### config.mk
export PLATFORM = sky130hd
export DESIGN_NAME = pwm_dual_timer
export DESIGN_NICKNAME = d
export VERILOG_FILES = /design/src/rtl/pwmt_pkg.sv /design/src/rtl/pwmt_counter.sv /design/src/rtl/pwmt_pwm_gen.sv /design/src/rtl/pwm_dual_timer.sv
export SDC_FILE = /design/constraint.sdc
export NUM_CORES = 1
export LEC_CHECK = 0
export BUFFER_PORTS_ARGS = -buffer_cell sky130_fd_sc_hd__buf_2
export CORE_MARGIN = 1
export CORE_UTILIZATION = 60
export CTS_BUF_LIST = sky130_fd_sc_hd__clkbuf_16
export DETAILED_ROUTE_END_ITERATION = 16
export PLACE_DENSITY_LB_ADDON = 0.15
export SLEW_MARGIN = 20
export SYNTH_ARGS = -nofsm -noshare
export SYNTH_HDL_FRONTEND = slang
export SYNTH_HIERARCHICAL = 1
export SYNTH_SLANG_ARGS = --single-unit
### constraint.sdc
create_clock -name clk -period 3.9 [get_ports clk]
set_input_delay 0.39 -clock clk [delete_from_list [all_inputs] [get_ports clk]]
set_output_delay 0.39 -clock clk [all_outputs]
set_load 0.03 [all_outputs]
### src/rtl/pwmt_pkg.sv
package pwmt_pkg;

    localparam int CB_CAPT  = 0;
    localparam int CB_DOWN  = 1;
    localparam int CB_GENO  = 2;
    localparam int CB_ARLD  = 4;
    localparam int CB_LOAD  = 5;
    localparam int CB_ENA   = 7;
    localparam int CB_PWM   = 9;
    localparam int CB_ENALL = 10;
    localparam int CB_CASC  = 11;

    localparam int NUM_REGS = 6;

    typedef enum logic [2:0] {
        RI_CTRL0 = 3'd0,
        RI_LOAD0 = 3'd1,
        RI_CNT0  = 3'd2,
        RI_CTRL1 = 3'd3,
        RI_LOAD1 = 3'd4,
        RI_CNT1  = 3'd5
    } reg_idx_e;

    typedef struct packed {
        logic casc;
        logic pwm;
        logic ena;
        logic load;
        logic arld;
        logic geno;
        logic down;
        logic capt;
    } ctrl_t;

    function automatic ctrl_t ctrl_from_word(input logic [31:0] w);
        ctrl_t c;
        c.capt = w[CB_CAPT];
        c.down = w[CB_DOWN];
        c.geno = w[CB_GENO];
        c.arld = w[CB_ARLD];
        c.load = w[CB_LOAD];
        c.ena  = w[CB_ENA];
        c.pwm  = w[CB_PWM];
        c.casc = w[CB_CASC];
        return c;
    endfunction

    function automatic logic [31:0] ctrl_to_word(input ctrl_t c);
        logic [31:0] w;
        w = '0;
        w[CB_CAPT] = c.capt;
        w[CB_DOWN] = c.down;
        w[CB_GENO] = c.geno;
        w[CB_ARLD] = c.arld;
        w[CB_LOAD] = c.load;
        w[CB_ENA]  = c.ena;
        w[CB_PWM]  = c.pwm;
        w[CB_CASC] = c.casc;
        return w;
    endfunction

    // Channel is configured for waveform generation (chain checked separately).
    function automatic logic ctrl_pwm_ready(input ctrl_t c);
        return ~c.capt & c.pwm & c.geno & c.ena & c.arld & ~c.load;
    endfunction

endpackage

### src/rtl/pwmt_counter.sv
module pwmt_counter
    import pwmt_pkg::*;
#(
    parameter int CNT_W   = 16,
    parameter bit IS_DUTY = 1'b0
) (
    input  logic             clk,
    input  logic             rst_n,
    input  logic             ctrl_we,
    input  ctrl_t            wr_ctrl,
    input  logic             load_we,
    input  logic [CNT_W-1:0] wr_load,
    input  logic             ena_all,
    input  logic             pwm_mode,
    input  logic             restart,
    output ctrl_t            ctrl_o,
    output logic [CNT_W-1:0] load_o,
    output logic [CNT_W-1:0] cnt_o,
    output logic             wrap_evt,
    output logic             reload_evt
);

    typedef struct packed {
        ctrl_t            ctrl;
        logic [CNT_W-1:0] load;
        logic [CNT_W-1:0] cnt;
        logic             wrap;
        logic             done;
    } chan_t;

    chan_t s_d, s_q;
    logic  running;
    logic  at_term;
    logic  duty_role;

    assign duty_role = IS_DUTY & pwm_mode;

    always_comb begin
        s_d     = s_q;
        running = s_q.ctrl.ena & ~s_q.ctrl.load;
        at_term = s_q.ctrl.down ? (s_q.cnt == '0) : (s_q.cnt == '1);

        if (!pwm_mode) begin
            s_d.done = 1'b0;
        end

        if (s_q.ctrl.load) begin
            s_d.cnt  = s_q.load;
            s_d.wrap = 1'b0;
            s_d.done = 1'b0;
        end else if (running) begin
            if (s_q.wrap) begin
                s_d.wrap = 1'b0;
                if (duty_role) begin
                    s_d.done = 1'b1;
                end else if (s_q.ctrl.arld) begin
                    s_d.cnt = s_q.load;
                end else begin
                    s_d.ctrl.ena = 1'b0;
                end
            end else if (!(s_q.done && pwm_mode)) begin
                if (at_term) begin
                    s_d.wrap = 1'b1;
                end else if (s_q.ctrl.down) begin
                    s_d.cnt = s_q.cnt - 1'b1;
                end else begin
                    s_d.cnt = s_q.cnt + 1'b1;
                end
            end
        end

        // Duty channel restarts with the period channel.
        if (restart) begin
            s_d.cnt  = s_q.load;
            s_d.wrap = 1'b0;
            s_d.done = 1'b0;
        end

        if (ctrl_we) begin
            s_d.ctrl = wr_ctrl;
        end
        if (ena_all) begin
            s_d.ctrl.ena = 1'b1;
        end
        if (load_we) begin
            s_d.load = wr_load;
        end
    end

    always_ff @(posedge clk or negedge rst_n) begin
        if (!rst_n) begin
            s_q <= '0;
        end else begin
            s_q <= s_d;
        end
    end

    assign ctrl_o     = s_q.ctrl;
    assign load_o     = s_q.load;
    assign cnt_o      = s_q.cnt;
    assign wrap_evt   = s_q.ctrl.ena & ~s_q.ctrl.load & s_q.wrap;
    assign reload_evt = wrap_evt & s_q.ctrl.arld & ~duty_role;

endmodule

### src/rtl/pwmt_pwm_gen.sv
module pwmt_pwm_gen
    import pwmt_pkg::*;
#(
    parameter int CNT_W = 16
) (
    input  logic             clk,
    input  logic             rst_n,
    input  ctrl_t            ctrl0,
    input  ctrl_t            ctrl1,
    input  logic [CNT_W-1:0] load0,
    input  logic [CNT_W-1:0] load1,
    input  logic             period_wrap,
    input  logic             duty_wrap,
    output logic             pwm_mode,
    output logic             pwm_out
);

    localparam int SPAN_W = CNT_W + 2;
    localparam logic [SPAN_W-1:0] MAXV = {2'b00, {CNT_W{1'b1}}};

    typedef struct packed {
        logic hi;
    } gen_t;

    gen_t s_d, s_q;
    logic [SPAN_W-1:0] span0, span1;
    logic unused_casc1;

    function automatic logic [SPAN_W-1:0] span_of(input logic dn, input logic [CNT_W-1:0] l);
        logic [SPAN_W-1:0] lv;
        lv = {2'b00, l};
        return dn ? (lv + SPAN_W'(2)) : (MAXV - lv + SPAN_W'(2));
    endfunction

    assign unused_casc1 = ctrl1.casc;

    assign pwm_mode = ctrl_pwm_ready(ctrl0) & ctrl_pwm_ready(ctrl1) & ~ctrl0.casc;
    assign span0    = span_of(ctrl0.down, load0);
    assign span1    = span_of(ctrl1.down, load1);

    always_comb begin
        s_d = s_q;
        if (!pwm_mode) begin
            // Preset for the first period; equal spans start low.
            s_d.hi = (span0 != span1);
        end else if (duty_wrap) begin
            s_d.hi = 1'b0;
        end else if (period_wrap) begin
            s_d.hi = 1'b1;
        end
    end

    always_ff @(posedge clk or negedge rst_n) begin
        if (!rst_n) begin
            s_q <= '0;
        end else begin
            s_q <= s_d;
        end
    end

    assign pwm_out = pwm_mode & s_q.hi;

endmodule

### src/rtl/pwm_dual_timer.sv
module pwm_dual_timer
    import pwmt_pkg::*;
#(
    parameter int CNT_W  = 16,
    parameter int ADDR_W = 8
) (
    input  logic              clk,
    input  logic              rst_n,
    input  logic [ADDR_W-1:0] reg_addr,
    input  logic              reg_wr,
    input  logic [31:0]       reg_wdata,
    output logic [31:0]       reg_rdata,
    output logic              pwm_out
);

    localparam int IDX_W = ADDR_W - 2;
    localparam int NCH   = 2;

    ctrl_t            ch_ctrl   [NCH];
    logic [CNT_W-1:0] ch_load   [NCH];
    logic [CNT_W-1:0] ch_cnt    [NCH];
    logic             ch_wrap   [NCH];
    logic             ch_reload [NCH];
    logic             ch_restart[NCH];
    logic             ch_ctrl_we[NCH];
    logic             ch_load_we[NCH];

    logic             aligned;
    logic [IDX_W-1:0] widx;
    logic             ena_all;
    logic             pwm_mode;
    ctrl_t            wr_ctrl;
    logic             unused_sink;

    assign aligned = (reg_addr[1:0] == 2'b00);
    assign widx    = reg_addr[ADDR_W-1:2];
    assign wr_ctrl = ctrl_from_word(reg_wdata);

    function automatic logic hit(input logic [IDX_W-1:0] w, input reg_idx_e r);
        return w == IDX_W'(r);
    endfunction

    assign ena_all = reg_wr & aligned & reg_wdata[CB_ENALL]
                   & (hit(widx, RI_CTRL0) | hit(widx, RI_CTRL1));

    assign ch_ctrl_we[0] = reg_wr & aligned & hit(widx, RI_CTRL0);
    assign ch_ctrl_we[1] = reg_wr & aligned & hit(widx, RI_CTRL1);
    assign ch_load_we[0] = reg_wr & aligned & hit(widx, RI_LOAD0);
    assign ch_load_we[1] = reg_wr & aligned & hit(widx, RI_LOAD1);

    generate
        for (genvar g = 0; g < NCH; g++) begin : g_ch
            if (g == 0) begin : g_period
                assign ch_restart[g] = 1'b0;
            end else begin : g_duty
                assign ch_restart[g] = ch_reload[0] & pwm_mode;
            end

            pwmt_counter #(
                .CNT_W  (CNT_W),
                .IS_DUTY(g == 1)
            ) u_cnt (
                .clk       (clk),
                .rst_n     (rst_n),
                .ctrl_we   (ch_ctrl_we[g]),
                .wr_ctrl   (wr_ctrl),
                .load_we   (ch_load_we[g]),
                .wr_load   (reg_wdata[CNT_W-1:0]),
                .ena_all   (ena_all),
                .pwm_mode  (pwm_mode),
                .restart   (ch_restart[g]),
                .ctrl_o    (ch_ctrl[g]),
                .load_o    (ch_load[g]),
                .cnt_o     (ch_cnt[g]),
                .wrap_evt  (ch_wrap[g]),
                .reload_evt(ch_reload[g])
            );
        end
    endgenerate

    pwmt_pwm_gen #(
        .CNT_W(CNT_W)
    ) u_gen (
        .clk        (clk),
        .rst_n      (rst_n),
        .ctrl0      (ch_ctrl[0]),
        .ctrl1      (ch_ctrl[1]),
        .load0      (ch_load[0]),
        .load1      (ch_load[1]),
        .period_wrap(ch_wrap[0]),
        .duty_wrap  (ch_wrap[1]),
        .pwm_mode   (pwm_mode),
        .pwm_out    (pwm_out)
    );

    always_comb begin
        reg_rdata = '0;
        if (aligned) begin
            if (hit(widx, RI_CTRL0)) reg_rdata = ctrl_to_word(ch_ctrl[0]);
            if (hit(widx, RI_LOAD0)) reg_rdata = 32'(ch_load[0]);
            if (hit(widx, RI_CNT0))  reg_rdata = 32'(ch_cnt[0]);
            if (hit(widx, RI_CTRL1)) reg_rdata = ctrl_to_word(ch_ctrl[1]);
            if (hit(widx, RI_LOAD1)) reg_rdata = 32'(ch_load[1]);
            if (hit(widx, RI_CNT1))  reg_rdata = 32'(ch_cnt[1]);
        end
    end

    assign unused_sink = ^{reg_wdata, ch_reload[1]};

endmodule

==> results of run 1 <==
[routing by layer]
layer / wire length, um / vias up / track usage
li1: - / 3349 / -
met1: 9780 / 3535 / 0.446
met2: 10800 / 374 / 0.524
met3: 1870 / 74 / 0.0660
met4: 806 / 0 / 0.137
met5: 0 / - / 0
[sequential cells by signal, summed over array words and instances, names as in the netlist]
name	flops
g_ch.u_cnt/cnt_o	32
g_ch.u_cnt/ctrl_o	16
g_ch.u_cnt/load_o	32
g_ch.u_cnt/s_q	4
u_gen/s_q	1
[path summary, 6_finish.rpt]
kind / endpoint / slack, ns / cells past startpoint
worst max-delay path: g_ch[0].u_cnt/cnt_o[15]$_DFFE_PN0P_ / 0.67 / 11
worst min-delay path: g_ch[0].u_cnt/cnt_o[5]$_DFFE_PN0P_ / 0.08 / 1
worst max register to register: g_ch[0].u_cnt/cnt_o[15]$_DFFE_PN0P_ / 0.67 / 11
worst min register to register: g_ch[1].u_cnt/ctrl_o[7]$_DFFE_PN0P_ / 0.52 / 1
max in group asynchronous: u_gen/s_q$_DFFE_PN0P_ / 3.26 / 1
min in group clk: g_ch[0].u_cnt/load_o[12]$_DFFE_PN0P_ / 0.28 / 2
[metrics by stage]
| stage | instances | area, sq um | power, uW |
|---|---|---|---|
| finish | 1081 | 8340 | 4550 |
| global route | 1081 | 8340 | 4850 |
| CTS | 1081 | 8340 | 4500 |
| detailed placement | 1065 | 8030 | 3580 |
| global placement | 1065 | 8030 | 3500 |
| floorplan | 977 | 8480 | 3270 |
[layout make-up]
type | instances | share of cell area
multi-input cells | 720 | 0.631
flip-flops and latches | 85 | 0.255
repair buffers | 57 | 0.0391
clock buffers | 9 | 0.0270
well taps | 176 | 0.0264
inverters | 27 | 0.0121
clock inverters | 7 | 0.00960
[worst max-delay path, stage by stage, from the launching register on]
cell and delay, ns:
dfrtp_1 0.51, nor4bb_1 0.33, nand3_1 0.11, nor4_1 0.27, buf_4 0.22, and2_1 0.24, o21ai_0 0.16, a211oi_2 0.54
a21oi_1 0.10, buf_4 0.25, a211o_1 0.28, o21a_1 0.10
[report_power, final]
| group | switching [uW] | total [uW] | leakage (uW) | internal, uW |
|---|---|---|---|---|
| Combinational | 1250 | 2240 | 0.00228 | 985 |
| Clock | 409 | 916 | 0.000154 | 507 |
| Sequential | 339 | 1390 | 0.00111 | 1050 |
| Total | 2000 | 4550 | 0.00354 | 2540 |
[placed cells by master, fill, tap and decap left out, drive strengths merged, types with 9 or more instances in the layout]
master,instances
a211oi,9
a21o,12
a21oi,55
a22oi,13
a311oi,17
a31oi,9
and2,9
and3b,16
buf,57
clkbuf,9
conb,22
dfrtp,85
ha,32
inv,32
mux2,44
nand2,49
nand2b,9
nand3,50
nand4,20
nor2,64
nor3,37
nor4,17
o21ai,43
or3,11
xnor2,30
xor2,17
==> flow_metrics.tcl, run 1 <==
set metrics [dict create \
    cts_root_buffer "clkbuf_16" \
    multi_input_area_sq_um 5260 \
    nets 977 \
    dr.pass1.iters 5 \
    timing.rr.start "g_ch[0].u_cnt/ctrl_o[4]$_DFFE_PN0P_" \
    cts_resized 0 \
    dr.first_iter.drc_count 785 \
    start_util 0.624 \
    netlist_instances 956 \
    syn_to_final_growth_pct -0.700 \
    end_kind "flip-flop" \
    critPathKind "flip-flop to flip-flop" \
    grtUsageTotal 0.332 \
    place.gp.congestion 0.955 \
    timing.hold.ws_ns 0.0792 \
    dieArea_sq_um 14500 \
    fmax_ghz 0.310 \
    worst_pin_slew_ns 0.931 \
    ir_drop_uv 378 \
    max_cap_viol_count 0 \
    die_h_um 120 \
    placementRows 42 \
    grt_pass1_wl_mm 37.2 \
    crit_fanout 24 \
    holdBufCountCts 0 \
    ys_warn_count 6 \
    cts.path.max_buffers 2 \
    fin_crit_sh 0.828 \
    relSlewSlack 0.379 \
    startpoint "g_ch[0].u_cnt/ctrl_o[4]$_DFFE_PN0P_" \
    grt_overflow 0 \
    cts_sinks 85 \
    portBuffers 43 \
    drive_above_1_share 0.183 \
    grt_max_degree 86 \
    synth.cell_area_sq_um 8400 \
    setup_viol 0 \
    required_ns 4.15 \
    rsz0062_at_grt "false" \
    setup_tns_ns 0 \
    clock_skew_ns 0.0150 \
    slew_violations 0 \
    drtAntennaViolNets 0 \
    cts_tree "done" \
    powerDensity_nw_per_um2 545 \
    finalHoldViolations 0 \
    cts.htree.levels 3 \
    wire_per_inst_um 21.5 \
    outcome "finished clean" \
    cp.arrival_ns 3.47 \
    hold_path.class "input port to async pin" \
    core_sq_um 13500 \
    post-cts-setup-buffers 0 \
    register_area_sq_um 2130 \
    p_leak_uw 0.00354 \
    io_pins 76 \
    clock_latency_ns 0.37 \
    finalCoreUtilization 0.620 \
    hpwl_mm 17.2 \
    antenna_found_initial 0 \
    numCtsBuffers 9 \
    drcViolationCount 0 \
    grt_pass1_vias 6892 \
    fillers 1170 \
    avgSynthCellArea_sq_um 8.79 \
    path_clk_slew_ns 0.07 \
    critical_path.startpoint_type "flip-flop" \
    period_needed_ns 3.23 \
    wl_mm 23.2 \
    vias_per_cell 6.78 \
    layout_setup_ws_ns 0.673 \
    vias 7332 \
    die_w_um 120 \
    place_ws_ns 0.760 \
    antenna-diode-count 0 \
]
No activity file was read; power rests on OpenSTA's default activity.
==> run 2, diff against run 1 <==
clock period = 3.37 ns   (was 3.9 ns; I/O delays follow)
==> flow_metrics.tcl, run 2 (same netlist as run 1, synthesis figures left out) <==
set metrics [dict create \
    path_clk_slew_ns 0.07 \
    vias 7414 \
    crit_slowest_cell "a2111oi_0" \
    io_pins 76 \
    dr.pass1.iters 6 \
    fmax_ghz 0.341 \
    p_leak_uw 0.00360 \
    vias_per_cell 6.78 \
    setup_tns_ns 0 \
    grt_max_degree 86 \
    relSlewSlack 0.404 \
    nets 989 \
    dr.first_iter.drc_count 809 \
    max_cap_viol_count 0 \
    crit_fanout 21 \
    period_needed_ns 2.94 \
    grt_pass1_wl_mm 37.6 \
    post-cts-setup-buffers 0 \
    clock_latency_ns 0.35 \
    path_cells "buf_4, ha_1, a211oi_1, nor3_1, a2111oi_0, o211ai_1, a211o_1, o21a_1" \
    dieArea_sq_um 14500 \
    crit_buf_inv 1 \
    placementRows 42 \
    drcViolationCount 0 \
    fillers 1174 \
    hpwl_mm 17.9 \
    cts.htree.levels 3 \
    place.gp.congestion 0.901 \
    setup_viol 0 \
    use_met1 0.467 \
    worst_path_dominant_cell_family "compound AO/OA/AOI/OAI gates" \
    syn_to_final_growth_pct 0.238 \
    worst_pin_slew_ns 0.894 \
    rsz0062_at_grt "false" \
    stdcell_area_sq_um 8420 \
    die_w_um 120 \
    layout_setup_ws_ns 0.435 \
    portBuffers 43 \
    core_sq_um 13500 \
    outcome "finished clean" \
    slew_violations 0 \
    grt_overflow 0 \
    path_depth 8 \
    cp_slowest_stage_delay_ns 0.51 \
    start_util 0.624 \
    critPathKind "flip-flop to flip-flop" \
    cts_resized 0 \
    wire_per_inst_um 21.5 \
    layout_common_cells "dfrtp_1 (85), nor2_1 (63), a21oi_1 (55)" \
    p_total_uw 5260 \
    grt_pass1_vias 6964 \
    cts.path.max_buffers 2 \
    cp.arrival_ns 3.18 \
    r2r_cells 8 \
    cts_sinks 85 \
    antenna_found_initial 0 \
    gr-max-usage-layer "met2" \
    drtAntennaViolNets 0 \
    grtUsageTotal 0.335 \
    met2_usage 0.523 \
    numCtsBuffers 9 \
    place_area_sq_um 8120 \
    fin_crit_sh 0.871 \
    holdBufCountCts 0 \
    antenna-diode-count 0 \
    hold_path.class "input port to async pin" \
    place_ws_ns 0.562 \
    clock_skew_ns 0.00687 \
    drive_above_1_share 0.195 \
    wl_mm 23.5 \
    die_h_um 120 \
    finalHoldViolations 0 \
    ir_drop_uv 347 \
    required_ns 3.61 \
    critical_path.startpoint_type "flip-flop" \
    final_common_cell "dfrtp_1" \
    end_kind "flip-flop" \
    cts_root_buffer "clkbuf_16" \
    cts_tree "done" \
    timing.hold.ws_ns 0.0354 \
    powerDensity_nw_per_um2 624 \
    met3_usage 0.0495 \
]
run 2: changes by cell type in the layout (fill, tap and decap cells not counted):
cell,delta
inv_1,-1
buf_4,+12
bufinv_16,-1
inv_8,+2
run 2: metal layers:
layer	part of all wire	vias up	wire (um)
met5	0	-	0
met4	0.035	0	820
met3	0.072	58	1700
met2	0.46	357	10900
met1	0.43	3626	10100
li1	-	3373	-
run 2: worst paths after layout:
path / from / endpoint / slack (ns)
setup / recovery: g_ch[0].u_cnt/ctrl_o[1]$_DFFE_PN0P_ / g_ch[0].u_cnt/cnt_o[15]$_DFFE_PN0P_ / 0.43
hold / removal: rst_n / g_ch[0].u_cnt/cnt_o[3]$_DFFE_PN0P_ / 0.04
setup reg to reg: g_ch[0].u_cnt/ctrl_o[1]$_DFFE_PN0P_ / g_ch[0].u_cnt/cnt_o[15]$_DFFE_PN0P_ / 0.43
hold reg to reg: g_ch[1].u_cnt/ctrl_o[7]$_DFFE_PN0P_ / g_ch[1].u_cnt/ctrl_o[7]$_DFFE_PN0P_ / 0.55
max in group asynchronous: rst_n / u_gen/s_q$_DFFE_PN0P_ / 2.79
min in group clk: reg_wdata[8] / g_ch[0].u_cnt/load_o[8]$_DFFE_PN0P_ / 0.24
run 2: worst reg2reg max path: cells and delay by family (launching register included):
family                     cells  cell delay (ns)
DFF                            1             0.38
adders and majority gates      1             0.43
buffers and inverters          1             0.22
AOI/OAI and AO/OA              5             1.68
and+or+nand+nor                1             0.12
run 2: cell type report:
cell class / count / area (sq um) / share of cell area
clock inverters: 7 / 68.8 / 0.00817
clock buffers: 9 / 225 / 0.0267
well taps: 176 / 220 / 0.0262
multi-input cells: 720 / 5260 / 0.625
flip-flops and latches: 85 / 2130 / 0.253
inverters: 27 / 101 / 0.0120
repair buffers: 69 / 417 / 0.0495
run 2: where the power goes:
part	total, uW	internal, uW	switching [uW]
logic	2670	1150	1520
registers	1580	1220	364
clock network	1000	525	479
total	5260	2890	2370
run 2: through the flow:
stage / std cells / util
2_1_floorplan: 977 / -
3_3_place_gp: 1077 / 0.604
3_5_place_dp: 1077 / 0.604
4_1_cts: 1093 / 0.626
5_1_grt: 1093 / 0.626
6_report: 1093 / 0.626
==> run 3, diff against run 2 <==
CORE_ASPECT_RATIO = 1.4   (was unset)
GPL_TIMING_DRIVEN = 0   (was unset)
==> flow_metrics.tcl, run 3 (same netlist as run 1, synthesis figures left out) <==
set metrics [dict create \
    period_needed_ns 3.20 \
    cts_tree "done" \
    required_ns 3.61 \
    path_clk_slew_ns 0.06 \
    cts_sinks 85 \
    p_total_uw 5510 \
    setup_viol 0 \
    start_util 0.622 \
    grtUsageTotal 0.352 \
    setup_tns_ns 0 \
    critPathKind "flip-flop to flip-flop" \
    grt_pass1_wl_mm 38.5 \
    finalCoreUtilization 0.690 \
    power_frac_seq 0.283 \
    timing.hold.ws_ns 0.234 \
    portBuffers 43 \
    clock_latency_ns 0.35 \
    fmax_ghz 0.312 \
    clock_skew_ns 0.00731 \
    worst_pin_slew_ns 0.816 \
    wl_mm 24.5 \
    max_cap_viol_count 0 \
    switching_share 0.422 \
    drcViolationCount 0 \
    vias 7678 \
    wire_per_inst_um 20.0 \
    syn_to_final_growth_pct 10.9 \
    cp.arrival_ns 3.44 \
    power.internal_uw 3180 \
    path_cells "buf_4, nor4bb_1, nand3_1, nor4_4, buf_2, and2_1, o21ai_0, a211o_1, and3_1, a211o_1, o21a_1" \
    critical_path.startpoint_type "flip-flop" \
    ir_drop_uv 532 \
    hpwl_mm 19.3 \
    hold_path.class "input port to flip-flop" \
    drtAntennaViolNets 0 \
    clock_power_share 0.187 \
    cpMostUsedCell "a211o_1" \
    layout_setup_ws_ns 0.168 \
    relSlewSlack 0.449 \
    layout_common_cells "buf_4 (104), dfrtp_1 (83), nor2_1 (63)" \
    grt_max_degree 58 \
    io_pins 76 \
    finalHoldViolations 0 \
    p_leak_uw 0.00415 \
    dr.first_iter.drc_count 460 \
    final_common_cell "buf_4" \
    outcome "finished clean" \
    drive_above_1_share 0.266 \
    cp_slowest_stage_delay_ns 0.43 \
    nets 1115 \
    crit_slowest_cell "dfrtp_1" \
    die_w_um 102 \
    vias_per_cell 6.27 \
    dr.pass1.iters 5 \
    fin_crit_sh 0.950 \
    slew_violations 0 \
    p_sw_uw 2320 \
    combPwrFrac 0.531 \
    crit_fanout 7 \
    powerDensity_nw_per_um2 591 \
    grt_pass1_vias 7378 \
    place_ws_ns -0.362 \
    die_h_um 142 \
    cts.path.max_buffers 2 \
    core_sq_um 13500 \
    dieArea_sq_um 14500 \
    place.gp.congestion 0.952 \
    end_kind "flip-flop" \
    numCtsBuffers 9 \
    placementRows 50 \
    antenna_found_initial 0 \
    cts.htree.levels 3 \
    rsz0062_at_grt "false" \
    antenna-diode-count 0 \
    cts_root_buffer "clkbuf_16" \
    grt_overflow 0 \
]
run 3: cell types whose count changed in the layout (fill, tap and decap cells not counted), moves of 2 or more:
cell	before	now
buf_6	1	7
buf_2	42	52
dfrtp_1	85	83
buf_4	26	104
dfrtp_2	0	2
inv_8	3	1
clkbuf_1	0	26
buf_1	0	3
run 3: final cells by class:
class	instances	area [sq um]
Clock buffer	9	225
Tap cell	182	228
Multi-Input combinational cell	720	5270
Fill cell	1154	4190
Clock inverter	7	80.1
Inverter	27	101
Timing Repair Buffer	50	290
Buffer	145	996
Sequential cell	85	2130
run 3: critical path: cells and delay by family, from the launching register on:
kind	cells	cell delay [ns]
DFF	1	0.43
AOI/OAI and AO/OA	4	0.97
and+or+nand+nor	5	1.29
buffers and inverters	2	0.40
run 3: per-stage QoR:
step                      std cells  instance area (sq um)
final                          1225                   9320
after global routing           1225                   9320
after CTS                      1223                   9300
after detailed placement       1204                   8960
after global placement         1202                   8920
after floorplan                 977                   8480
run 3: worst paths after layout:
path / to / slack (ns) / cells after the start / startpoint
max: g_ch[0].u_cnt/cnt_o[15]$_DFFE_PN0P_ / 0.17 / 11 / g_ch[0].u_cnt/ctrl_o[5]$_DFFE_PN0P_
min: g_ch[0].u_cnt/load_o[13]$_DFFE_PN0P_ / 0.23 / 2 / reg_wdata[13]
max reg2reg: g_ch[0].u_cnt/cnt_o[15]$_DFFE_PN0P_ / 0.17 / 11 / g_ch[0].u_cnt/ctrl_o[5]$_DFFE_PN0P_
min reg2reg: g_ch[0].u_cnt/ctrl_o[0]$_DFFE_PN0P_ / 0.51 / 1 / g_ch[0].u_cnt/ctrl_o[0]$_DFFE_PN0P_
max in group asynchronous: g_ch[1].u_cnt/ctrl_o[1]$_DFFE_PN0P_ / 2.27 / 3 / rst_n
min in group asynchronous: g_ch[0].u_cnt/cnt_o[2]$_DFFE_PN0P_ / 0.47 / 2 / rst_n
run 3: power by group through the flow:
stage | logic, uW | clock network (uW) | registers, uW
4_1_cts | 2890 | 1040 | 1540
3_5_place_dp | 2870 | 0 | 1560
3_3_place_gp | 2810 | 0 | 1560
5_1_grt | 3210 | 1090 | 1580
6_report | 2920 | 1030 | 1560
2_1_floorplan | 2350 | 0 | 1430
run 3: routing by layer:
| metal | wire length (um) | global-route usage |
|---|---|---|
| met5 | 0 | 0 |
| met4 | 1620 | 0.229 |
| met3 | 1240 | 0.0437 |
| met2 | 12200 | 0.602 |
| met1 | 9420 | 0.409 |
run 3: repair_timing:
item,CTS,global route
endpoints found under the hold margin,28,0
buffers inserted,2,2
hold buffers,1,0
pin swaps,1,1
resized for setup,1,2
setup endpoints to repair,16,15
